## src/rtl/sup_pkg.sv

```systemverilog
package sup_pkg;
  typedef enum logic [1:0] {
    RG_HOLD    = 2'd0,
    RG_STRETCH = 2'd1,
    RG_RUN     = 2'd2
  } rg_state_e;
endpackage

```

## src/rtl/sup_sync.sv

```systemverilog
module sup_sync #(
  parameter int            W       = 1,
  parameter logic [W-1:0]  RST_VAL = '0
) (
  input  logic         clk_i,
  input  logic         rst_ni,
  input  logic [W-1:0] d_i,
  output logic [W-1:0] q_o
);
  logic [W-1:0] meta_q, sync_q;

  always_ff @(posedge clk_i or negedge rst_ni) begin
    if (!rst_ni) begin
      meta_q <= RST_VAL;
      sync_q <= RST_VAL;
    end else begin
      meta_q <= d_i;
      sync_q <= meta_q;
    end
  end

  assign q_o = sync_q;
endmodule

```

## src/rtl/sup_timebase.sv

```systemverilog
module sup_timebase #(
  parameter int TICK_DIV = 32,
  parameter int MS_TICKS = 250
) (
  input  logic clk_i,
  input  logic rst_ni,
  output logic ms_o
);
  localparam int DW = (TICK_DIV > 1) ? $clog2(TICK_DIV) : 1;
  localparam int MW = (MS_TICKS > 1) ? $clog2(MS_TICKS) : 1;

  logic [DW-1:0] div_q;
  logic [MW-1:0] tk_q;
  logic          tick;

  assign tick = (div_q == DW'(TICK_DIV - 1));
  assign ms_o = tick && (tk_q == MW'(MS_TICKS - 1));

  always_ff @(posedge clk_i or negedge rst_ni) begin
    if (!rst_ni) begin
      div_q <= '0;
      tk_q  <= '0;
    end else begin
      div_q <= tick ? '0 : div_q + 1'b1;
      if (tick) tk_q <= (tk_q == MW'(MS_TICKS - 1)) ? '0 : tk_q + 1'b1;
    end
  end

  generate
    if (TICK_DIV > 1) begin : g_ms_chk
      p_ms_single_r5: assert property (@(posedge clk_i) disable iff (!rst_ni)
        ms_o |=> !ms_o);
    end
  endgenerate
endmodule

```

## src/rtl/sup_rst_gen.sv

```systemverilog
module sup_rst_gen
  import sup_pkg::*;
#(
  parameter int N_RAILS    = 6,
  parameter int STRETCH_MS = 200
) (
  input  logic               clk_i,
  input  logic               rst_ni,
  input  logic [N_RAILS-1:0] rail_ok_i,
  input  logic               mr_ni,
  input  logic               stretch_en_i,
  input  logic               ms_i,
  output logic               rst_no_o
);
  localparam int SW = $clog2(STRETCH_MS + 1);

  rg_state_e     st_q, st_d;
  logic [SW-1:0] cnt_q, cnt_d;
  logic          fault;

  assign fault = !(&rail_ok_i) || !mr_ni;

  always_comb begin
    st_d  = st_q;
    cnt_d = cnt_q;
    unique case (st_q)
      RG_HOLD: if (!fault) begin
        cnt_d = '0;
        st_d  = stretch_en_i ? RG_STRETCH : RG_RUN;
      end
      RG_STRETCH: begin
        if (fault)              st_d = RG_HOLD;
        else if (!stretch_en_i) st_d = RG_RUN;
        else if (ms_i) begin
          if (cnt_q == SW'(STRETCH_MS - 1)) st_d = RG_RUN;
          else                              cnt_d = cnt_q + 1'b1;
        end
      end
      RG_RUN: if (fault) st_d = RG_HOLD;
      default: st_d = RG_HOLD;
    endcase
  end

  always_ff @(posedge clk_i or negedge rst_ni) begin
    if (!rst_ni) begin
      st_q  <= RG_HOLD;
      cnt_q <= '0;
    end else begin
      st_q  <= st_d;
      cnt_q <= cnt_d;
    end
  end

  assign rst_no_o = (st_q == RG_RUN);

  p_fault_asserts_r1: assert property (@(posedge clk_i) disable iff (!rst_ni)
    fault |=> !rst_no_o);
  p_fast_release_r2: assert property (@(posedge clk_i) disable iff (!rst_ni)
    (!fault && !stretch_en_i) |=> rst_no_o);
  p_stretch_bound_r3: assert property (@(posedge clk_i) disable iff (!rst_ni)
    (st_q == RG_STRETCH) |-> (cnt_q < SW'(STRETCH_MS)));
  p_stretch_done_r3: assert property (@(posedge clk_i) disable iff (!rst_ni)
    ($rose(rst_no_o) && $past(stretch_en_i)) |-> ($past(cnt_q) == SW'(STRETCH_MS - 1)));
endmodule

```

## src/rtl/sup_wdt.sv

```systemverilog
module sup_wdt #(
  parameter int WDT_MS_0 = 500,
  parameter int WDT_MS_1 = 2000,
  parameter int WDT_MS_2 = 10000,
  parameter int WDT_MS_3 = 60000
) (
  input  logic       clk_i,
  input  logic       rst_ni,
  input  logic       kick_i,
  input  logic [1:0] sel_i,
  input  logic       hold_i,
  input  logic       ms_i,
  output logic       irq_o
);
  localparam int M01 = (WDT_MS_0 > WDT_MS_1) ? WDT_MS_0 : WDT_MS_1;
  localparam int M23 = (WDT_MS_2 > WDT_MS_3) ? WDT_MS_2 : WDT_MS_3;
  localparam int LIM_MAX = (M01 > M23) ? M01 : M23;
  localparam int CW = $clog2(LIM_MAX + 1);

  function automatic logic [CW-1:0] lim_of(input logic [1:0] s);
    case (s)
      2'd0:    return CW'(WDT_MS_0);
      2'd1:    return CW'(WDT_MS_1);
      2'd2:    return CW'(WDT_MS_2);
      default: return CW'(WDT_MS_3);
    endcase
  endfunction

  logic          kick_d, kick_edge, irq_q;
  logic [CW-1:0] cnt_q, lim_q;

  assign kick_edge = kick_i && !kick_d;

  always_ff @(posedge clk_i or negedge rst_ni) begin
    if (!rst_ni) begin
      kick_d <= 1'b0;
      irq_q  <= 1'b0;
      cnt_q  <= '0;
      lim_q  <= CW'(WDT_MS_0);
    end else begin
      kick_d <= kick_i;
      if (hold_i || kick_edge) begin
        irq_q <= 1'b0;
        cnt_q <= '0;
        lim_q <= lim_of(sel_i);
      end else if (ms_i && !irq_q) begin
        if (cnt_q == lim_q - 1'b1) irq_q <= 1'b1;
        else                       cnt_q <= cnt_q + 1'b1;
      end
    end
  end

  assign irq_o = irq_q;

  p_cnt_bound_r5: assert property (@(posedge clk_i) disable iff (!rst_ni)
    cnt_q < lim_q);
  p_kick_clears_r6: assert property (@(posedge clk_i) disable iff (!rst_ni)
    kick_edge |=> !irq_o);
  p_irq_sticky_r7: assert property (@(posedge clk_i) disable iff (!rst_ni)
    (irq_o && !kick_edge && !hold_i) |=> irq_o);
  p_hold_clears_r8: assert property (@(posedge clk_i) disable iff (!rst_ni)
    hold_i |=> (!irq_o && cnt_q == '0));
  p_lim_latched_r9: assert property (@(posedge clk_i) disable iff (!rst_ni)
    (!hold_i && !kick_edge) |=> $stable(lim_q));
endmodule

```

## src/rtl/sup_rst_wdt.sv

```systemverilog
module sup_rst_wdt #(
  parameter int N_RAILS    = 6,
  parameter int TICK_DIV   = 32,
  parameter int MS_TICKS   = 250,
  parameter int STRETCH_MS = 200,
  parameter int WDT_MS_0   = 500,
  parameter int WDT_MS_1   = 2000,
  parameter int WDT_MS_2   = 10000,
  parameter int WDT_MS_3   = 60000
) (
  input  logic               clk_i,
  input  logic               rst_ni,
  input  logic [N_RAILS-1:0] rail_ok_i,
  input  logic               mr_ni,
  input  logic               wdt_kick_i,
  input  logic               stretch_sel_i,
  input  logic [1:0]         wdt_sel_i,
  output logic               cpu_rst_no,
  output logic               wdt_irq_o
);
  localparam int SYW = N_RAILS + 5;

  logic [SYW-1:0] sy_d, sy_q;
  logic           ms;

  assign sy_d = {wdt_sel_i, stretch_sel_i, wdt_kick_i, mr_ni, rail_ok_i};

  sup_sync #(.W(SYW), .RST_VAL('0)) u_sync (
    .clk_i (clk_i),
    .rst_ni(rst_ni),
    .d_i   (sy_d),
    .q_o   (sy_q)
  );

  sup_timebase #(.TICK_DIV(TICK_DIV), .MS_TICKS(MS_TICKS)) u_tb (
    .clk_i (clk_i),
    .rst_ni(rst_ni),
    .ms_o  (ms)
  );

  sup_rst_gen #(.N_RAILS(N_RAILS), .STRETCH_MS(STRETCH_MS)) u_rst (
    .clk_i       (clk_i),
    .rst_ni      (rst_ni),
    .rail_ok_i   (sy_q[N_RAILS-1:0]),
    .mr_ni       (sy_q[N_RAILS]),
    .stretch_en_i(sy_q[N_RAILS+2]),
    .ms_i        (ms),
    .rst_no_o    (cpu_rst_no)
  );

  sup_wdt #(
    .WDT_MS_0(WDT_MS_0), .WDT_MS_1(WDT_MS_1),
    .WDT_MS_2(WDT_MS_2), .WDT_MS_3(WDT_MS_3)
  ) u_wdt (
    .clk_i (clk_i),
    .rst_ni(rst_ni),
    .kick_i(sy_q[N_RAILS+1]),
    .sel_i (sy_q[SYW-1:SYW-2]),
    .hold_i(!cpu_rst_no),
    .ms_i  (ms),
    .irq_o (wdt_irq_o)
  );
endmodule

```

## config.mk

```make
export PLATFORM = sky130hd
export DESIGN_NAME = sup_rst_wdt
export DESIGN_NICKNAME = d
export VERILOG_FILES = /design/src/rtl/sup_pkg.sv /design/src/rtl/sup_sync.sv /design/src/rtl/sup_timebase.sv /design/src/rtl/sup_rst_gen.sv /design/src/rtl/sup_wdt.sv /design/src/rtl/sup_rst_wdt.sv
export SDC_FILE = /design/constraint.sdc
export NUM_CORES = 1
export LEC_CHECK = 0
export BUFFER_PORTS_ARGS = -buffer_cell sky130_fd_sc_hd__buf_2
export CAP_MARGIN = 25
export CORE_MARGIN = 4
export CORE_UTILIZATION = 50
export DETAILED_ROUTE_END_ITERATION = 10
export PLACE_DENSITY = 0.78
export SLEW_MARGIN = 20
export SYNTH_ARGS = -nofsm -noshare
export SYNTH_HDL_FRONTEND = slang
export SYNTH_SLANG_ARGS = --single-unit
export TNS_END_PERCENT = 1
```

## constraint.sdc

```tcl
create_clock -name clk_i -period 3.4 [get_ports clk_i]
set_clock_uncertainty 0.1 [all_clocks]
set_input_delay 0.51 -clock clk_i [delete_from_list [all_inputs] [get_ports clk_i]]
set_output_delay 0.51 -clock clk_i [all_outputs]
set_load 0.05 [all_outputs]
```

Word-level counts from Yosys, hierarchy flattened:

Index checks and enable logic that the tools add are counted.

* add/sub/neg operators: 5
* eq/ne operators: 17
* multiplexer cells: 23
* reduce and logical (&&, ||, !) cells: 20

Operators by type and width (count)
* 16-bit 2-to-1 mux: 3
* 8-bit 2-to-1 mux: 6
* 16-bit case mux with 3 select lines: 1
* 16-bit by 1-bit adder with 16-bit output (second input constant): 1
* 8-bit by 1-bit adder with 8-bit output (second input constant): 2
* 16-bit equality test: 1
* 8-bit equality test (second input constant): 2
* 8-bit case mux with 2 select lines: 1
* 16-bit by 1-bit subtractor with 16-bit output (second input constant): 1
* 2-bit 2-to-1 mux: 7
* 6-bit AND reduction: 2
* 2-bit != test (second input constant): 4
* 4-bit by 2-bit != test with 1-bit output (second input constant): 2
* 2-bit by 1-bit != test with 1-bit output (second input constant): 3
* 2-bit case mux with 3 select lines: 1
* 2-bit nonzero test: 3
* 5-bit by 1-bit adder with 5-bit output (second input constant): 1
* 5-bit equality test (second input constant): 1
* 1-bit zero test: 5
* 5-bit 2-to-1 mux: 1
* 2-bit by 1-bit equality test with 1-bit output (second input constant): 2
* 2-bit equality test (second input constant): 2
* 2-bit zero test: 2
* 2-bit AND reduction: 2
* other kinds (4): 9

* flip-flop bits (word level): 79
* output and inout port bits: 2

Longest topological paths before layout:

* depth after elaboration: 6
* gate-level depth with buffers: 12

Hierarchy:

A second synthesis with hierarchy kept.

* cell total of the unflattened synthesis: 343
* area, all modules: 3535.9 µm²

Modules (own cells, without submodules)
* sup_wdt: times used 1, cells an instance 192, area an instance 1724.2 µm², seq. area each 681.9 µm²
* sup_timebase: times used 1, cells an instance 66, area an instance 673.1 µm², seq. area each 325.3 µm²
* sup_rst_gen: times used 1, cells an instance 62, area an instance 584.3 µm², seq. area each 250.2 µm²
* sup_sync: times used 1, cells an instance 22, area an instance 550.5 µm², seq. area each 550.5 µm²
* sup_rst_wdt: times used 1, cells an instance 1, area an instance 3.8 µm², seq. area each 0.0 µm²

Least setup slack after synthesis:

OpenSTA, ideal clock, no wires.

* path kind: register -> register
* start point: register u_wdt.lim_q[2]
* end point: register u_wdt.cnt_q[0]
* arrival: 2.417 ns
* slack: 0.752 ns
* stages on the path, launching flop included: 13
* cells stage by stage: dfstp_2 buf_4 inv_1 ha_1 nand2b_1 a2111o_1 o221ai_1 nand4bb_2 o21ai_2 buf_2 buf_2 xor2_1 nor2_1

* cells in the longest elaborated chain, start to end: 4

Ends and longest elaborated chain
* start, declared: line sup_wdt.sv:30 `logic [CW-1:0] cnt_q, lim_q;`
* start signal, assigned: line sup_wdt.sv:39 `lim_q <= CW'(WDT_MS_0);`
* start signal, assigned: line sup_wdt.sv:45 `lim_q <= lim_of(sel_i);`
* 16-bit by 1-bit subtractor with 16-bit output: line sup_wdt.sv:47 `if (cnt_q == lim_q - 1'b1) irq_q <= 1'b1;`
* 16-bit equality test: line sup_wdt.sv:47
* 2-bit by 1-bit != test with 1-bit output (no source line)
* 2-bit AND reduction (no source line)
* end signal, assigned: line sup_wdt.sv:48 `else cnt_q <= cnt_q + 1'b1;`
* end, declared: line sup_wdt.sv:30

No other way between the ends.
A chain may end at the register's enable or synchronous reset.

Final worst setup path:

* start point: register u_tb.div_q[0]
* end point: register u_rst.cnt_q[7]

* cells in the longest elaborated chain, start to end: 4

Ends and longest elaborated chain
* start, declared: line sup_timebase.sv:12 `logic [DW-1:0] div_q;`
* start signal, assigned: line sup_timebase.sv:24 `div_q <= tick ? '0 : div_q + 1'b1;`
* 5-bit equality test: line sup_timebase.sv:16 `assign tick = (div_q == DW'(TICK_DIV - 1));`
* 1-bit logical AND: line sup_timebase.sv:17 `assign ms_o = tick && (tk_q == MW'(MS_TICKS - 1));`
* 2-bit by 1-bit != test with 1-bit output (no source line)
* 6-bit AND reduction (no source line)
* end signal, assigned: line sup_rst_gen.sv:50 `cnt_q <= cnt_d;`
* end, declared: line sup_rst_gen.sv:18 `logic [SW-1:0] cnt_q, cnt_d;`

No other way between the ends.

==> report_table.html <==
<table>
<tr><th>Metric</th><th>Value</th></tr>
<tr><th colspan="2">Timing</th></tr>
<tr><td>Setup WS post-layout</td><td>0.506 ns</td></tr>
<tr><td>Endpoints failing hold</td><td>0</td></tr>
<tr><td>Final setup violating endpoints</td><td>0</td></tr>
<tr><td>Min Tclk post-route</td><td>2.89 ns</td></tr>
<tr><td>Max-slew violation count</td><td>0</td></tr>
<tr><td>Timing-limited maximum frequency</td><td>between 0.3 and 0.4 GHz</td></tr>
<tr><td>Unrepaired setup endpoints after global routing</td><td>no</td></tr>
<tr><td>Post-route setup TNS</td><td>0 ns</td></tr>
<tr><td>Rel. slew slack</td><td>51.0%</td></tr>
<tr><td>Actual transition at the worst max-transition pin</td><td>around 0.73 ns</td></tr>
<tr><td>Period Utilization, post-route</td><td>85.1%</td></tr>
<tr><th colspan="2">Synth</th></tr>
<tr><td>Primary FF master, synth</td><td>dfrtp_1</td></tr>
<tr><td>Synth Warn #</td><td>0</td></tr>
<tr><td>Count leader, synth</td><td>dfrtp_1</td></tr>
<tr><td>Largest area contributor in the netlist</td><td>dfrtp_1</td></tr>
<tr><td>Net count of the mapped netlist</td><td>between 300 and 400</td></tr>
<tr><td>Share of synthesized flip-flops with an asynchronous set or reset</td><td>100%</td></tr>
<tr><td>Number of enable-type register cells in the synthesized netlist</td><td>0</td></tr>
<tr><td>Most frequent cells after synthesis</td><td>dfrtp_1, nand2_1, nor2_1, nand3_1, a21oi_1</td></tr>
<tr><td>Syn Std Cell Area</td><td>about 3400 um2</td></tr>
<tr><td>Proportion of netlist area held by the largest area contributor</td><td>approximately 50%</td></tr>
<tr><td>Cell count after synthesis</td><td>about 330</td></tr>
<tr><td>Synthesized area per cell</td><td>about 10 um2</td></tr>
<tr><td>Number of unique standard cell types used by synthesis</td><td>52</td></tr>
<tr><td>#FFs+latches synth</td><td>72</td></tr>
<tr><td>Synth area leaders</td><td>dfrtp_1, ha_1, dfstp_2, nand2_1, nor2_1</td></tr>
<tr><td>Sequential cell area fraction in the yosys report</td><td>53.1%</td></tr>
<tr><th colspan="2">Global route</th></tr>
<tr><td>GRT Total Usage</td><td>around 17%</td></tr>
<tr><td>Largest net degree at the start of global routing</td><td>35</td></tr>
<tr><td>Via count of the first global-routing pass</td><td>2411</td></tr>
<tr><td>GR Overflow Total</td><td>0</td></tr>
<tr><td>Antenna violations before repair</td><td>0</td></tr>
<tr><td>Global-route wire length before repair</td><td>roughly 11 mm</td></tr>
<tr><th colspan="2">Route</th></tr>
<tr><td>Number of DRC markers after the initial detailed-route iteration</td><td>~260</td></tr>
<tr><td>Drt total wl</td><td>around 6.3 mm</td></tr>
<tr><td>Routed WL per cell</td><td>about 15 um</td></tr>
<tr><td>Detailed-router iteration count before antenna repair</td><td>4</td></tr>
<tr><td>Post-detailed-route count of antenna-violating nets</td><td>0</td></tr>
<tr><td>DRC errors left</td><td>0</td></tr>
<tr><td>Vias per Instance</td><td>a little under 6</td></tr>
<tr><td>Detailed-route via count</td><td>around 2500</td></tr>
<tr><th colspan="2">Critical path</th></tr>
<tr><td>Highest-delay cell along the critical path</td><td>o41ai_1</td></tr>
<tr><td>Worst r2r dst</td><td>u_rst.cnt_q[7]$_DFFE_PN0P_</td></tr>
<tr><td>Crit path capture</td><td>u_rst.cnt_q[7]$_DFFE_PN0P_</td></tr>
<tr><td>Peak per-stage delay on the critical path</td><td>about 0.49 ns</td></tr>
<tr><td>Signal arrival time at the worst endpoint</td><td>around 3 ns</td></tr>
<tr><td>Required time of the critical path</td><td>around 3.5 ns</td></tr>
<tr><td>Critical path class</td><td>reg2reg</td></tr>
<tr><td>Worst reg2reg startpoint</td><td>u_tb.div_q[0]$_DFF_PN0_</td></tr>
<tr><td>Largest fanout on the critical path</td><td>11</td></tr>
<tr><td>Endpoint class of the critical path</td><td>register</td></tr>
<tr><td>Reg-to-reg setup timing slack</td><td>between 0.5 and 0.6 ns</td></tr>
<tr><td>Timing startpoint of the critical path</td><td>u_tb.div_q[0]$_DFF_PN0_</td></tr>
<tr><td>Dominant cell type by count on the critical path</td><td>ha_1</td></tr>
<tr><td>Worst Reg-to-Reg Cells</td><td>9</td></tr>
<tr><td>Launching element type of the critical path</td><td>register</td></tr>
<tr><td>Ordered list of cells on the worst path</td><td>ha_1 &gt; and3_1 &gt; ha_1 &gt; nand4_1 &gt; o41ai_1 &gt; nand2_1 &gt; nor4_1 &gt; xnor2_1 &gt; nor2_1</td></tr>
<tr><th colspan="2">CTS</th></tr>
<tr><td>Clock tree from TritonCTS</td><td>done</td></tr>
<tr><td>Root Buffer</td><td>clkbuf_8</td></tr>
<tr><td>Worst-skew pair later-pin latency</td><td>between 0.3 and 0.4 ns</td></tr>
<tr><td>Post CTS Setup Buffer Count</td><td>0</td></tr>
<tr><td>Post-CTS Hold Fix Bufs</td><td>0</td></tr>
<tr><td>Maximum buffer depth of the clock tree</td><td>2</td></tr>
<tr><td>Clk slew on worst S/H paths</td><td>0.08 ns</td></tr>
<tr><td>Level count of the clock H-tree</td><td>3</td></tr>
<tr><td>Number of instances resized during post-cts repair</td><td>0</td></tr>
<tr><td>Inserted Clock Buffers</td><td>9</td></tr>
<tr><td>Number of sinks handled by clock tree synthesis</td><td>72</td></tr>
<tr><th colspan="2">Hold path</th></tr>
<tr><td>Worst hold path type</td><td>in2async</td></tr>
<tr><th colspan="2">Final layout</th></tr>
<tr><td>Combined flip-flop and latch cell area</td><td>approximately 1800 um2</td></tr>
<tr><td>Share of cells above drive strength 1</td><td>13.4%</td></tr>
<tr><td>P&amp;R area growth vs syn</td><td>10.6%</td></tr>
<tr><td>Count of filler cells inserted in the layout</td><td>slightly above 500</td></tr>
<tr><td>Multi-input gate area in the final layout</td><td>roughly 1500 um2</td></tr>
<tr><td>Final net count</td><td>374</td></tr>
<tr><td>Antenna diode count</td><td>0</td></tr>
<tr><th colspan="2">Power</th></tr>
<tr><td>P_leak</td><td>around 0.0016 uW</td></tr>
<tr><td>Total power consumption of the routed design</td><td>1700 uW</td></tr>
<tr><td>Largest vdd supply drop</td><td>434 uV</td></tr>
<tr><td>Pwr Density</td><td>around 450 nW/um2</td></tr>
<tr><th colspan="2">Die</th></tr>
<tr><td>Overall die area</td><td>between 8000 and 9000 um2</td></tr>
<tr><td>Effective utilization at floorplan</td><td>52.4%</td></tr>
<tr><td>Die H</td><td>90.5 um</td></tr>
<tr><td>Core area</td><td>around 6500 um2</td></tr>
<tr><td>Num rows</td><td>29</td></tr>
<tr><td>Width of the chip</td><td>just over 90 um</td></tr>
<tr><td>I/O pin count</td><td>15</td></tr>
<tr><th colspan="2">Flow run</th></tr>
<tr><td>Maximum capacitance violations</td><td>0</td></tr>
<tr><th colspan="2">Place</th></tr>
<tr><td>Placer's final routability congestion estimate</td><td>approximately 0.83</td></tr>
<tr><td>Worst slack, placed</td><td>between 0.5 and 0.6 ns</td></tr>
<tr><td>Detailed Place HPWL</td><td>4.44 mm</td></tr>
<tr><td>Number of input and output port buffers inserted</td><td>14</td></tr>
<tr><th colspan="2">Status</th></tr>
<tr><td>Outcome</td><td>completed</td></tr>
</table>
-- worst max-delay path: cells and delay by family, from the launching register on --
kind	cells	cell delay, ns
and+or+nand+nor	5	1.10
adders and majority gates	2	0.55
AOI/OAI and AO/OA	1	0.49
DFF	1	0.37
xor gates and xnor gates	1	0.16
-- report_power, final --
group / total, uW / switching (uW) / internal, uW / leakage (uW)
Combinational: 66.7 / 40.9 / 25.8 / 0.000613
Clock: 737 / 308 / 429 / 0.000108
Sequential: 900 / 19.5 / 881 / 0.000912
Total: 1700 / 369 / 1340 / 0.00163
-- metal layers --
layer / vias up / track usage [%] / share of wire, %
li1: 1207 / - / -
met1: 1202 / 21.7 / 45
met2: 53 / 25.6 / 49
met3: 16 / 3.25 / 4.2
met4: 0 / 9.44 / 2.1
met5: - / 0 / 0
-- layout by cell type, fill, tap and decap left out, types with 3 or more instances in the layout --
cell type  synthesis  final
nand2b_1           4      4
ha_1              13     13
inv_1             10     10
xnor2_1            7      7
and3_1             6      6
o211ai_1           7      7
o21ai_0           14     13
o21a_1             3      3
buf_2              2     14
buf_4              1      4
nand3_1           18     18
dfstp_2            5      5
xor2_1            13     13
or4_1              5      5
nand2_1           34     34
a21oi_1           17     17
nand4_1            7      7
or3_1              9      9
nor2_1            31     31
nor4_1             6      6
clkbuf_8           0     10
o21ai_1            4      4
dfrtp_1           67     67
nor3_1             5      5
-- worst min path at each step --
stage	slack [ns]	cells past startpoint	to
after global routing	0.15	1	u_sync.meta_q[8]$_DFF_PN0_
after floorplan	0.11	0	u_rst.cnt_q[0]$_DFFE_PN0P_
after detailed placement	0.23	0	u_sync.q_o[4]$_DFF_PN0_
after CTS	0.14	1	u_wdt.lim_q[13]$_DFFE_PN0N_
after global placement	0.23	0	u_sync.q_o[2]$_DFF_PN0_
final	0.13	1	u_wdt.lim_q[13]$_DFFE_PN0N_
-- registers in the layout (all words and copies together), names as in the netlist --
register	flops
u_wdt.cnt_q	16
u_sync.meta_q	11
u_sync.q_o	11
u_wdt.lim_q	9
u_rst.cnt_q	8
u_tb.tk_q	8
u_tb.div_q	5
u_rst.st_q	2
u_wdt.irq_o	1
u_wdt.kick_d	1
-- kinds of logic after synthesis --
group | share of synthesized area, %
and+or+nand+nor | 21.4
xor gates and xnor gates | 5.80
DFF | 53.1
AOI/OAI and AO/OA | 11.5
buffers and inverters | 2.83
muxes | 0.625
adders and majority gates | 4.78
-- per-stage QoR --
step,instance area (um2),instances,util [%],hold WS [ns]
6_report,3770,429,58.0,0.128
5_1_grt,3770,429,58.0,0.151
4_1_cts,3770,429,58.0,0.145
3_5_place_dp,3550,414,54.6,0.235
3_3_place_gp,3550,414,54.6,0.232
2_1_floorplan,3410,329,-,0.114
-- final cells by class --
class,instances,area share (%)
well taps,77,2.56
flip-flops and latches,72,48.0
repair buffers,18,2.66
clock inverters,5,2.16
multi-input cells,237,40.0
clock buffers,10,3.65
inverters,10,0.997
No activity file was read; power rests on OpenSTA's default activity.
